File: config.mk
export PLATFORM = sky130hd
export DESIGN_NAME = rate_governor
export DESIGN_NICKNAME = d
export VERILOG_FILES = /design/src/rtl/rg_pkg.sv /design/src/rtl/rg_stride_timer.sv /design/src/rtl/rg_win_counters.sv /design/src/rtl/rg_op_select.sv /design/src/rtl/rate_governor.sv
export SDC_FILE = /design/constraint.sdc
export NUM_CORES = 1
export LEC_CHECK = 0
export ABC_AREA = 1
export BUFFER_PORTS_ARGS = -buffer_cell sky130_fd_sc_hd__buf_2
export CAP_MARGIN = 20
export CORE_ASPECT_RATIO = 0.9
export CORE_UTILIZATION = 64
export CTS_CLUSTER_SIZE = 8
export DETAILED_ROUTE_END_ITERATION = 7
export PLACE_DENSITY = 0.8
export SYNTH_ARGS = -nofsm -noshare
export SYNTH_HDL_FRONTEND = slang
export SYNTH_SLANG_ARGS = --single-unit
export TNS_END_PERCENT = 10
File: constraint.sdc
create_clock -name clk -period 3.8 [get_ports clk]
set_input_delay 0.57 -clock clk [delete_from_list [all_inputs] [get_ports clk]]
set_output_delay 0.57 -clock clk [all_outputs]
set_load 0.05 [all_outputs]
File: src/rtl/rg_pkg.sv
package rg_pkg;

  // number of staggered window counters; the window spans this many strides
  localparam int unsigned NUM_CTR = 3;

  // warm-up phase after reset: two silent boundaries, then steady reporting
  typedef enum logic [1:0] {
    PH_FILL0 = 2'd0,
    PH_FILL1 = 2'd1,
    PH_RUN   = 2'd2
  } phase_e;

endpackage

File: src/rtl/rg_stride_timer.sv
module rg_stride_timer #(
  parameter int unsigned STRIDE_TICKS = 4
) (
  input  logic clk,
  input  logic rst_n,
  input  logic tick_i,
  output logic stride_end_o
);

  localparam int unsigned TW = (STRIDE_TICKS > 1) ? $clog2(STRIDE_TICKS) : 1;
  localparam logic [TW-1:0] LAST = TW'(STRIDE_TICKS - 1);

  logic [TW-1:0] tcnt_q, tcnt_d;
  logic          tcnt_en;
  logic          at_last;

  assign at_last      = (tcnt_q == LAST);
  assign tcnt_en      = tick_i;
  assign stride_end_o = tick_i && at_last;

  always_comb begin
    tcnt_d = tcnt_q;
    if (tcnt_en) begin
      if (at_last) begin
        tcnt_d = '0;
      end else begin
        tcnt_d = tcnt_q + 1'b1;
      end
    end
  end

  always_ff @(posedge clk or negedge rst_n) begin
    if (!rst_n) begin
      tcnt_q <= '0;
    end else if (tcnt_en) begin
      tcnt_q <= tcnt_d;
    end
  end

endmodule

File: src/rtl/rg_win_counters.sv
module rg_win_counters #(
  parameter int unsigned CNT_W = 8
) (
  input  logic             clk,
  input  logic             rst_n,
  input  logic             evt_i,
  input  logic             stride_end_i,
  output logic [CNT_W-1:0] oldest_cnt_o
);

  import rg_pkg::*;

  localparam logic [CNT_W-1:0] CNT_MAX = '1;

  // svc_ptr_q names the counter that will be served at the next boundary.
  // Counter 0 starts at reset, counter 1 at the first boundary, counter 2
  // at the second, so the pointer leaves reset at 1.
  logic [1:0]       svc_ptr_q, svc_ptr_d;
  logic [CNT_W-1:0] cnt_vec [NUM_CTR];

  always_comb begin
    svc_ptr_d = svc_ptr_q;
    if (stride_end_i) begin
      svc_ptr_d = (svc_ptr_q == 2'(NUM_CTR - 1)) ? 2'd0 : svc_ptr_q + 2'd1;
    end
  end

  always_ff @(posedge clk or negedge rst_n) begin
    if (!rst_n) begin
      svc_ptr_q <= 2'd1;
    end else if (stride_end_i) begin
      svc_ptr_q <= svc_ptr_d;
    end
  end

  for (genvar k = 0; k < NUM_CTR; k++) begin : g_ctr
    logic             served;
    logic             cnt_en;
    logic [CNT_W-1:0] cnt_q, cnt_d;

    assign served = stride_end_i && (svc_ptr_q == 2'(k));
    assign cnt_en = served || (evt_i && (cnt_q != CNT_MAX));

    always_comb begin
      if (served) begin
        // restart; an event in the boundary cycle opens the new window
        cnt_d = {{(CNT_W-1){1'b0}}, evt_i};
      end else begin
        cnt_d = cnt_q + 1'b1;
      end
    end

    always_ff @(posedge clk or negedge rst_n) begin
      if (!rst_n) begin
        cnt_q <= '0;
      end else if (cnt_en) begin
        cnt_q <= cnt_d;
      end
    end

    assign cnt_vec[k] = cnt_q;
  end

  always_comb begin
    case (svc_ptr_q)
      2'd0:    oldest_cnt_o = cnt_vec[0];
      2'd1:    oldest_cnt_o = cnt_vec[1];
      default: oldest_cnt_o = cnt_vec[2];
    endcase
  end

endmodule

File: src/rtl/rg_op_select.sv
module rg_op_select #(
  parameter int unsigned CNT_W  = 8,
  parameter int unsigned NUM_OP = 4,
  parameter logic [NUM_OP*CNT_W-1:0] THR = {8'd24, 8'd12, 8'd4, 8'd0}
) (
  input  logic [CNT_W-1:0]          rate_i,
  output logic [$clog2(NUM_OP)-1:0] idx_o
);

  localparam int unsigned IDX_W = $clog2(NUM_OP);

  // thresholds ascend, so the last entry that is met is the highest one met
  always_comb begin
    idx_o = '0;
    for (int i = 0; i < NUM_OP; i++) begin
      if (THR[i*CNT_W +: CNT_W] <= rate_i) begin
        idx_o = IDX_W'(i);
      end
    end
  end

endmodule

File: src/rtl/rate_governor.sv
module rate_governor #(
  parameter int unsigned STRIDE_TICKS = 4,
  parameter int unsigned CNT_W        = 8,
  parameter int unsigned NUM_OP       = 4,
  parameter logic [NUM_OP*CNT_W-1:0] THR = {8'd24, 8'd12, 8'd4, 8'd0}
) (
  input  logic                      clk,
  input  logic                      rst_n,
  input  logic                      evt_i,
  input  logic                      tick_i,
  output logic [CNT_W-1:0]          rate_o,
  output logic                      rate_vld_o,
  output logic [$clog2(NUM_OP)-1:0] op_idx_o,
  output logic                      op_chg_o
);

  import rg_pkg::*;

  localparam int unsigned IDX_W = $clog2(NUM_OP);
  localparam logic [IDX_W-1:0] IDX_TOP = IDX_W'(NUM_OP - 1);

  logic             stride_end;
  logic [CNT_W-1:0] oldest_cnt;
  logic [IDX_W-1:0] sel_idx;
  logic             report;

  phase_e           phase_q, phase_d;
  logic [CNT_W-1:0] rate_q, rate_d;
  logic             vld_q, vld_d;
  logic [IDX_W-1:0] idx_q, idx_d;
  logic             chg_q, chg_d;

  rg_stride_timer #(
    .STRIDE_TICKS (STRIDE_TICKS)
  ) u_timer (
    .clk          (clk),
    .rst_n        (rst_n),
    .tick_i       (tick_i),
    .stride_end_o (stride_end)
  );

  rg_win_counters #(
    .CNT_W (CNT_W)
  ) u_ctrs (
    .clk          (clk),
    .rst_n        (rst_n),
    .evt_i        (evt_i),
    .stride_end_i (stride_end),
    .oldest_cnt_o (oldest_cnt)
  );

  rg_op_select #(
    .CNT_W  (CNT_W),
    .NUM_OP (NUM_OP),
    .THR    (THR)
  ) u_sel (
    .rate_i (oldest_cnt),
    .idx_o  (sel_idx)
  );

  assign report = stride_end && (phase_q == PH_RUN);

  // warm-up phase
  always_comb begin
    phase_d = phase_q;
    if (stride_end) begin
      case (phase_q)
        PH_FILL0: phase_d = PH_FILL1;
        PH_FILL1: phase_d = PH_RUN;
        default:  phase_d = PH_RUN;
      endcase
    end
  end

  always_ff @(posedge clk or negedge rst_n) begin
    if (!rst_n) begin
      phase_q <= PH_FILL0;
    end else if (stride_end) begin
      phase_q <= phase_d;
    end
  end

  // report and operating-point registers
  always_comb begin
    vld_d  = report;
    rate_d = report ? oldest_cnt : rate_q;
    idx_d  = report ? sel_idx : idx_q;
    chg_d  = report && (sel_idx != idx_q);
  end

  always_ff @(posedge clk or negedge rst_n) begin
    if (!rst_n) begin
      vld_q <= 1'b0;
      chg_q <= 1'b0;
    end else begin
      vld_q <= vld_d;
      chg_q <= chg_d;
    end
  end

  always_ff @(posedge clk or negedge rst_n) begin
    if (!rst_n) begin
      rate_q <= '0;
      idx_q  <= IDX_TOP;
    end else if (report) begin
      rate_q <= rate_d;
      idx_q  <= idx_d;
    end
  end

  assign rate_o     = rate_q;
  assign rate_vld_o = vld_q;
  assign op_idx_o   = idx_q;
  assign op_chg_o   = chg_q;

endmodule

; Word-level counts from Yosys, hierarchy flattened
; Cells that the tools add are included.
[word_totals]
ff_bits = 42
inputBits = 4
output_inout_bits = 12
elab_cells = 50
[op_classes]
add_sub_neg = 5
magnitude_cmp = 3
eq_ne = 8
mux = 10
reduce_logical = 14
[ops]
columns = op, count
row1 = 8-bit by 1-bit adder with 8-bit output (second input constant), 3
row2 = 8-bit two-way mux, 3
row3 = 8-bit inequality test (second input constant), 3
row4 = 8-bit case mux with 2 select lines, 1
row5 = 2-bit two-way mux, 5
row6 = 1-bit logical AND, 9
row7 = 3-bit by 8-bit <= comparator with 1-bit output (first input constant), 1
row8 = 4-bit by 8-bit <= comparator with 1-bit output (first input constant), 1
row9 = 5-bit by 8-bit <= comparator with 1-bit output (first input constant), 1
row10 = 2-bit equality test (second input constant), 3
row11 = 2-bit by 1-bit adder with 2-bit output (second input constant), 2
row12 = 2-bit logical NOT, 2
row13 = 1-bit logical OR, 3
row14 = 2-bit by 1-bit equality test with 1-bit output (second input constant), 1
row15 = 2-bit inequality test, 1
row16 = 1-bit two-way mux, 1

; Depth between registers and ports, before layout
; Gate-level depths: netlist of run 1.
[logic_depth]
word_depth = 8
depth_mapped = 12
ltp_nobuf = 12

; Cells and area by module
; From an unflattened synthesis of run 1, not the netlist that was laid out.
[hier_totals]
hier_cells = 331
area_unflattened_um2 = 2448.6
[by_module_without_submodules]
columns = mod, n_inst, cells_each, area_per_inst_um2, seq_area_each_um2
row1 = rg_win_counters, 1, 242, 1727.9, 651.9
row2 = rate_governor, 1, 62, 560.5, 352.8
row3 = rg_stride_timer, 1, 13, 100.1, 50.0
row4 = rg_op_select, 1, 14, 60.1, 0.0

; Worst setup path after synthesis of run 1
; Ideal clock, no wire load.
[synth_timing]
kind = register -> register
from = register u_ctrs.svc_ptr_q[0]
to = register chg_q, in the netlist op_chg_o
setup_time_ps = 73
arrival_ps = 1353
required_time_ps = 3727
slack_ps = 2374
path_stages_with_launch = 12
path_buffers = 1
synth_period_minus_slack_ps = 1426
path_cell_list = dfstp_2 > buf_6 > nor2_8 > nand2_1 > nand2_2 > nor2_4 > inv_1 > nor2_2 > nand3_2 > nand2_1 > nand2_1 > a21oi_2
[synth_between]
elab_chain_len = 8
word_cells_on_any_way = 11
cone_classes = order compare (3) / eq/ne (2) / mux (4) / reduce/logical (2)
[synth_lines]
columns = element, line
row1 = "start, declared", rg_win_counters.sv:18  ; logic [1:0] svc_ptr_q, svc_ptr_d;
row2 = "start signal, assigned", rg_win_counters.sv:32  ; svc_ptr_q <= svc_ptr_d;
row3 = 2-bit by 1-bit equality test with 1-bit output or 2-bit logical NOT (tied branches), rg_win_counters.sv:65  ; case (svc_ptr_q)
row4 = 8-bit case mux with 2 select lines (*), rg_win_counters.sv:65
row5 = 3-bit by 8-bit <= comparator with 1-bit output, rg_op_select.sv:16  ; if (THR[i*CNT_W +: CNT_W] <= rate_i) begin
row6 = 1-bit two-way mux, rg_op_select.sv:16
row7 = 2-bit two-way mux, rg_op_select.sv:16
row8 = 2-bit two-way mux (*), rg_op_select.sv:16
row9 = 2-bit inequality test (*), rate_governor.sv:88  ; chg_d = report && (sel_idx != idx_q);
row10 = 1-bit logical AND (*), rate_governor.sv:88
row11 = net chg_d, rate_governor.sv:31  ; logic chg_q, chg_d;
row12 = "end signal, assigned", rate_governor.sv:97  ; chg_q <= chg_d;
row13 = "end, declared", rate_governor.sv:31
; The timed path passes the listed nets; every way through them passes the cells marked *.
; A chain may end at the register's enable or synchronous reset.

; Worst setup path after layout of run 1
[layout_timing]
from = register idx_q[0], in the netlist op_idx_o[0]
to = output port op_idx_o[0]
[layout_lines]
columns = element, line
row1 = "start, declared", rate_governor.sv:30  ; logic [IDX_W-1:0] idx_q, idx_d;
row2 = "start signal, assigned", rate_governor.sv:107  ; idx_q <= idx_d;
row3 = "end, declared", rate_governor.sv:13  ; output logic [$clog2(NUM_OP)-1:0] op_idx_o,
; No word-level cell between the ends.

==> flow_metrics.py, run 1 <==
metrics = {
    "detailed_routing": {
        "drtIter0Drc": 167,
        "drc_errors": 0,
        "routed_via_density": 5.66,
        "post_drt_wl_per_cell_um": 13.7,
        "routed-via-count": 2019,
        "drtAntennaViolNets": 0,
        "wl_mm": 4.91,
        "drt_pass1_iterations": 4,
    },
    "yosys": {
        "syn_area_per_cell_um2": 8.26,
        "ys_seq_area_share_pct": 43.6,
        "ys_warn_count": 0,
        "syn_inst": 293,
        "synth-seq-cells": 42,
        "synth.net_count": 301,
        "synth.distinct_cells": 37,
        "syn-cell-area_mm2": 0.00242,
    },
    "final_layout": {
        "drive_above_1_share_pct": 22.0,
        "areaGrowthSynthToFinish_pct": 8.37,
        "diodes": 0,
        "final_nets": 320,
        "mostFrequentLayoutCell": "nand2_1",
        "mostFrequentLayoutCells": "nand2_1 (60), dfrtp_1 (39), inv_1 (31)",
        "fillers": 274,
        "fin_cells": 357,
    },
    "clocking": {
        "clk_latency_ns": 0.30,
        "clock_tree.root_cell": "clkbuf_8",
        "cts_buffer_depth": 2,
        "cts_sinks": 42,
        "clk_pin_slew_worst_paths_ns": 0.08,
        "ctsResizeCount": 0,
        "tritoncts": "done",
        "cts_hold_buf": 0,
        "cts-htree-levels": 2,
        "cts_buffers": 5,
        "post_cts_buffers": 0,
    },
    "power": {
        "ir_drop_mv": 0.485,
        "p_leak_uw": 0.00131,
        "powerDensity_mw_per_mm2": 829,
    },
    "timing": {
        "maxSlewViolCount": 0,
        "slew_headroom_pct": 39.0,
        "hold_viol_final": 0,
        "fmax_mhz": 596,
        "fin_crit_sh_pct": 44.2,
        "setup_violations": 0,
        "clock_skew_ns": 0.00620,
        "rsz0062_at_grt": "no",
        "fin_setup_tns_ns": 0,
        "finalCriticalPeriod_ns": 1.68,
        "tightest_slew_ns": 0.915,
    },
    "critical_path": {
        "end_kind": "primary output",
        "crit_chain": "buf_2",
        "cp.arrival_ns": 1.11,
        "cp_num_buf_inv": 1,
        "slowest_stage": "dfstp_2",
        "path_class": "reg2out",
        "start_kind": "flip-flop",
        "worstPathRequired_ns": 3.23,
        "cp_top_family": "flip-flops",
        "worst-path-max-fanout": 3,
        "cpPeakStageDelay_ns": 0.55,
    },
    "die": {
        "initial_core_util_pct": 69.1,
        "die_w_um": 66.8,
        "core_mm2": 0.00350,
        "fp.dieH_um": 60.4,
        "rows": 20,
        "die-area_mm2": 0.00403,
        "io_pins": 16,
    },
    "placed_design": {
        "dpl.cell_count": 349,
        "place_congestion": 0.943,
        "dp_hpwl_mm": 3.76,
        "port_buffers": 15,
    },
    "job": {
        "cap_violations": 0,
    },
    "global_route": {
        "grt_overflow": 0,
        "track_usage_pct": 29.3,
        "grt_pass1_vias": 1869,
        "grt_max_degree": 43,
        "antenna_found_initial": 0,
        "grt_pass1_wl_mm": 8.42,
    },
    "status": {
        "status": "finished, final reports clean",
    },
    "hold_path": {
        "holdCritPathClass": "in2async",
    },
}
==> flip-flops by register name, summed over array words and instances, names as in the netlist <==
| name | cells |
|---|---|
| phase_q | 2 |
| op_idx_o | 2 |
| u_ctrs.svc_ptr_q | 2 |
| op_chg_o | 1 |
| rate_o | 8 |
| rate_vld_o | 1 |
| u_ctrs.g_ctr.cnt_q | 24 |
| u_timer.tcnt_q | 2 |
==> stage by stage <==
stage / util [%] / power [µW] / instance area [µm²] / worst slack (ns) / hold WS [ns]
floorplan: - / 1620 / 2420 / 2.37 / 0.274
global placement: 71.9 / 1810 / 2520 / 2.12 / 0.452
detailed placement: 71.9 / 1840 / 2520 / 2.09 / 0.467
CTS: 74.9 / 2180 / 2620 / 2.11 / 0.415
global route: 74.9 / 2360 / 2620 / 1.99 / 0.469
finish: 74.9 / 2180 / 2620 / 2.12 / 0.391
==> cells by family after synthesis <==
kind of cell,Yosys count,share of synthesized area (%)
simple gates,149,33.0
compound gates,47,10.6
buf+inv,44,8.11
flops,42,43.6
xor+xnor,6,2.17
fa+ha+maj,4,2.07
mux,1,0.465
==> synthesized netlist by cell type (all sizes together) <==
library cell  number  area share, %
o21a               1           0.31
xor2               6            2.2
o31ai              1           0.31
o22ai              1           0.26
o21ai             28            5.9
mux2               1           0.47
dfstp              3            3.3
inv               40            6.5
nand2             72             13
ha                 4            2.1
a22oi              1           0.31
nor4               1           0.26
nor3              10            3.2
nand4              8            2.1
dfrtp             39             40
or2                1           0.26
clkinv             1           0.21
a31oi              1           0.26
nand3             30            7.8
o211ai             2           0.62
nor2              27            6.0
buf                3            1.4
a21oi             12            2.6
==> layout make-up <==
class / instances / area [µm²] / share of cell area (%)
Multi-Input combinational cell: 207 / 1170 / 44.6
Timing Repair Buffer: 15 / 75.1 / 2.86
Clock inverter: 1 / 30.0 / 1.14
Clock buffer: 7 / 76.3 / 2.91
Tap cell: 44 / 55.1 / 2.10
Sequential cell: 42 / 1050 / 40.2
Inverter: 41 / 163 / 6.20
==> path summary, 6_finish.rpt <==
check,end,cells past startpoint,from,slack [ns]
worst max-delay path,op_idx_o[0],1,op_idx_o[0]$_DFFE_PN1P_,2.12
worst min-delay path,u_ctrs.g_ctr[1].cnt_q[1]$_DFFE_PN0P_,1,rst_n,0.39
worst max register to register,u_ctrs.g_ctr[0].cnt_q[4]$_DFFE_PN0P_,7,u_ctrs.svc_ptr_q[1]$_DFFE_PN0P_,2.15
worst min register to register,rate_o[6]$_DFFE_PN0P_,2,rate_o[6]$_DFFE_PN0P_,0.48
max in group asynchronous,u_ctrs.g_ctr[1].cnt_q[5]$_DFFE_PN0P_,1,rst_n,2.82
min in group clk,rate_o[6]$_DFFE_PN0P_,2,rate_o[6]$_DFFE_PN0P_,0.48
==> worst register-to-register path: cells and delay by family, from the launching register on <==
kind,cells,cell delay (ns)
compound gates,1,0.16
buf+inv,2,0.38
flops,1,0.57
simple gates,4,0.48
==> report_power, final <==
group / internal (µW) / total (µW) / leakage [µW] / switching [µW]
sequential: 626 / 836 / 0.000523 / 210
combinational: 315 / 995 / 0.000738 / 679
clock: 197 / 344 / 0.0000524 / 148
==> routing by layer <==
| metal | GRT usage (%) | part of all wire [%] | vias up |
|---|---|---|---|
| li1 | - | - | 998 |
| met1 | 38.4 | 46 | 954 |
| met2 | 47.8 | 47 | 61 |
| met3 | 8.46 | 6.0 | 6 |
| met4 | 9.12 | 1.2 | 0 |
| met5 | 0 | 0 | - |
Note: power is estimated with default switching activity, not from simulation.
==> run 2: changes to the inputs <==
--- a/config.mk
+++ b/config.mk
@@ -9,10 +9,10 @@
 export BUFFER_PORTS_ARGS = -buffer_cell sky130_fd_sc_hd__buf_2
 export CAP_MARGIN = 20
 export CORE_ASPECT_RATIO = 0.9
-export CORE_UTILIZATION = 64
+export CORE_UTILIZATION = 54
 export CTS_CLUSTER_SIZE = 8
 export DETAILED_ROUTE_END_ITERATION = 7
-export PLACE_DENSITY = 0.8
+export PLACE_DENSITY = 0.71
 export SYNTH_ARGS = -nofsm -noshare
 export SYNTH_HDL_FRONTEND = slang
 export SYNTH_SLANG_ARGS = --single-unit
==> constraint.sdc (replaced) <==
create_clock -name clk -period 1.45 [get_ports clk]
set_input_delay 0.2175 -clock clk [delete_from_list [all_inputs] [get_ports clk]]
set_output_delay 0.2175 -clock clk [all_outputs]
set_load 0.05 [all_outputs]
==> run 2 against run 1 <==
Net effect:
- the run now ends with negative setup slack left
- clock skew hardly changed
- wire length grew 15%
- critical path depth is 11 higher
- first-iteration DRC count grew 20%
- clock power rose by 130%
==> flow_metrics.py, run 2 (synthesis results as in run 1) <==
metrics = {
    "detailed_routing": {
        "drt_pass1_iterations": 4,
        "drtAntennaViolNets": 0,
        "wl_mm": 5.66,
        "drtIter0Drc": 201,
        "routed_via_density": 5.29,
        "drc_errors": 0,
        "routed-via-count": 2229,
        "post_drt_wl_per_cell_um": 13.4,
    },
    "placed_design": {
        "dp_hpwl_mm": 4.01,
        "place_congestion": 0.842,
        "port_buffers": 15,
        "dp_slack_ns": -0.105,
        "placed_area_mm2": 0.00283,
    },
    "timing": {
        "rsz0062_at_grt": "yes",
        "setup_ws_ns": -0.0680,
        "setup_violations": 14,
        "fin_setup_tns_ns": -0.496,
        "clock_skew_ns": 0.00667,
        "maxSlewViolCount": 0,
        "tightest_slew_ns": 0.372,
        "hold_viol_final": 0,
        "fin_crit_sh_pct": 105,
        "slew_headroom_pct": 75.2,
        "hold_ws_ns": 0.209,
        "finalCriticalPeriod_ns": 1.52,
        "fmax_mhz": 659,
    },
    "global_route": {
        "track_usage_pct": 26.0,
        "grt_pass1_wl_mm": 9.34,
        "antenna_found_initial": 0,
        "grt_overflow": 0,
        "grt_pass1_vias": 2026,
        "grt_max_degree": 28,
    },
    "die": {
        "die-area_mm2": 0.00476,
        "fp.dieH_um": 65.5,
        "initial_core_util_pct": 57.9,
        "die_w_um": 72.6,
        "rows": 22,
        "io_pins": 16,
        "core_mm2": 0.00418,
    },
    "final_layout": {
        "regMostFlops": "u_ctrs.g_ctr.cnt_q",
        "mostFrequentLayoutCell": "nand2_1",
        "drive_above_1_share_pct": 38.5,
        "design_area_mm2": 0.00312,
        "diodes": 0,
        "mostFrequentLayoutCells": "nand2_1 (57), buf_4 (44), dfrtp_1 (38)",
        "largest_register_ff_count": 24,
        "areaGrowthSynthToFinish_pct": 28.7,
        "final_nets": 368,
    },
    "critical_path": {
        "cp_top_family": "simple AND/OR/NAND/NOR gates",
        "crit_chain": "ha_2 -> nand3_2 -> inv_2 -> nand3_4 -> nor2_4 -> nand2_2 -> nand2_4 -> inv_4 -> nand2_2 -> nand2_1 -> nand2_1 -> nor2_1",
        "start_kind": "flip-flop",
        "end_kind": "flip-flop",
        "worst-path-max-fanout": 6,
        "cpPeakStageDelay_ns": 0.38,
        "cp_num_buf_inv": 2,
        "path_class": "reg2reg",
        "cp.arrival_ns": 1.71,
        "worstPathRequired_ns": 1.64,
        "slowest_stage": "dfrtp_1",
    },
    "job": {
        "cap_violations": 0,
    },
    "status": {
        "violations": "negative setup slack",
        "status": "complete, but fails checks",
    },
    "power": {
        "ir_drop_mv": 1.04,
        "p_leak_uw": 0.00156,
        "powerDensity_mw_per_mm2": 2080,
        "totalPowerFinal_uw": 6470,
    },
    "clocking": {
        "cts-htree-levels": 2,
        "tritoncts": "done",
        "clk_latency_ns": 0.30,
        "cts_buffer_depth": 2,
        "cts_buffers": 5,
        "clock_tree.root_cell": "clkbuf_8",
        "clk_pin_slew_worst_paths_ns": 0.08,
        "cts_sinks": 42,
    },
    "hold_path": {
        "holdCritPathClass": "in2reg",
    },
}
[run 2: cell types whose count changed in the layout (fill, tap and decap cells not counted), moves of 2 or more]
cell and change:
buf_12 +2, buf_4 +44, ha_1 -4, ha_2 +3
inv_1 -4, inv_2 +3, nand2_1 -3, nand2_2 +2
nand3_1 -4, nand3_2 +3, nor2_1 -3, nor2_4 +2
o21ai_0 -7, o21ai_1 +6
[run 2: final timing paths]
check | start | end | cells after the start | slack, ns
max | u_ctrs.g_ctr[2].cnt_q[1]$_DFFE_PN0P_ | u_ctrs.g_ctr[2].cnt_q[3]$_DFFE_PN0P_ | 12 | -0.07
min | tick_i | u_timer.tcnt_q[0]$_DFFE_PN0P_ | 2 | 0.21
max in group asynchronous | rst_n | u_ctrs.svc_ptr_q[0]$_DFFE_PN1P_ | 3 | 0.55
min reg2reg | rate_o[2]$_DFFE_PN0P_ | rate_o[2]$_DFFE_PN0P_ | 2 | 0.47
max reg2reg | u_ctrs.g_ctr[2].cnt_q[1]$_DFFE_PN0P_ | u_ctrs.g_ctr[2].cnt_q[3]$_DFFE_PN0P_ | 12 | -0.07
min in group asynchronous | rst_n | u_timer.tcnt_q[0]$_DFFE_PN0P_ | 2 | 0.36
[run 2: stage by stage]
step / instances / util, %
after floorplan: 293 / -
after global placement: 401 / 67.7
after detailed placement: 401 / 67.7
after CTS: 417 / 72.2
after global routing: 421 / 74.5
final: 421 / 74.5
[run 2: per-layer routing]
metal / part of all wire (%) / track usage, % / vias up
li1: - / - / 1102
met1: 45 / 34.5 / 1061
met2: 48 / 42.6 / 58
met3: 5.3 / 5.83 / 8
met4: 1.3 / 7.60 / 0
met5: 0 / 0 / -
[run 2: power breakdown]
group	switching [µW]	total, µW	internal (µW)
clock	407	791	384
combinational	2160	3580	1420
sequential	463	2110	1640
[run 2: layout make-up]
cell class | count | area (µm²)
fill | 325 | 1070
clock buffer | 7 | 86.3
inverter | 41 | 165
multi-input combinational | 207 | 1260
tap | 60 | 75.1
clock inverter | 1 | 5.00
sequential | 42 | 1060
timing repair buffer | 63 | 467
[run 2: worst register-to-register path, cell delays in order (launching register included)]
cell,delay (ns)
dfrtp_1,0.38
ha_2,0.20
nand3_2,0.08
inv_2,0.08
nand3_4,0.08
nor2_4,0.12
nand2_2,0.07
nand2_4,0.11
inv_4,0.06
nand2_2,0.08
nand2_1,0.07
nand2_1,0.06
nor2_1,0.04
[run 2: timing repair]
item,CTS,global route
hold endpoints to repair,15,0
endpoints found under the setup margin,18,29
setup buffers,7,4
hold buffers,1,0
pin swaps,5,5
resized for setup,9,27
gates cloned,0,0
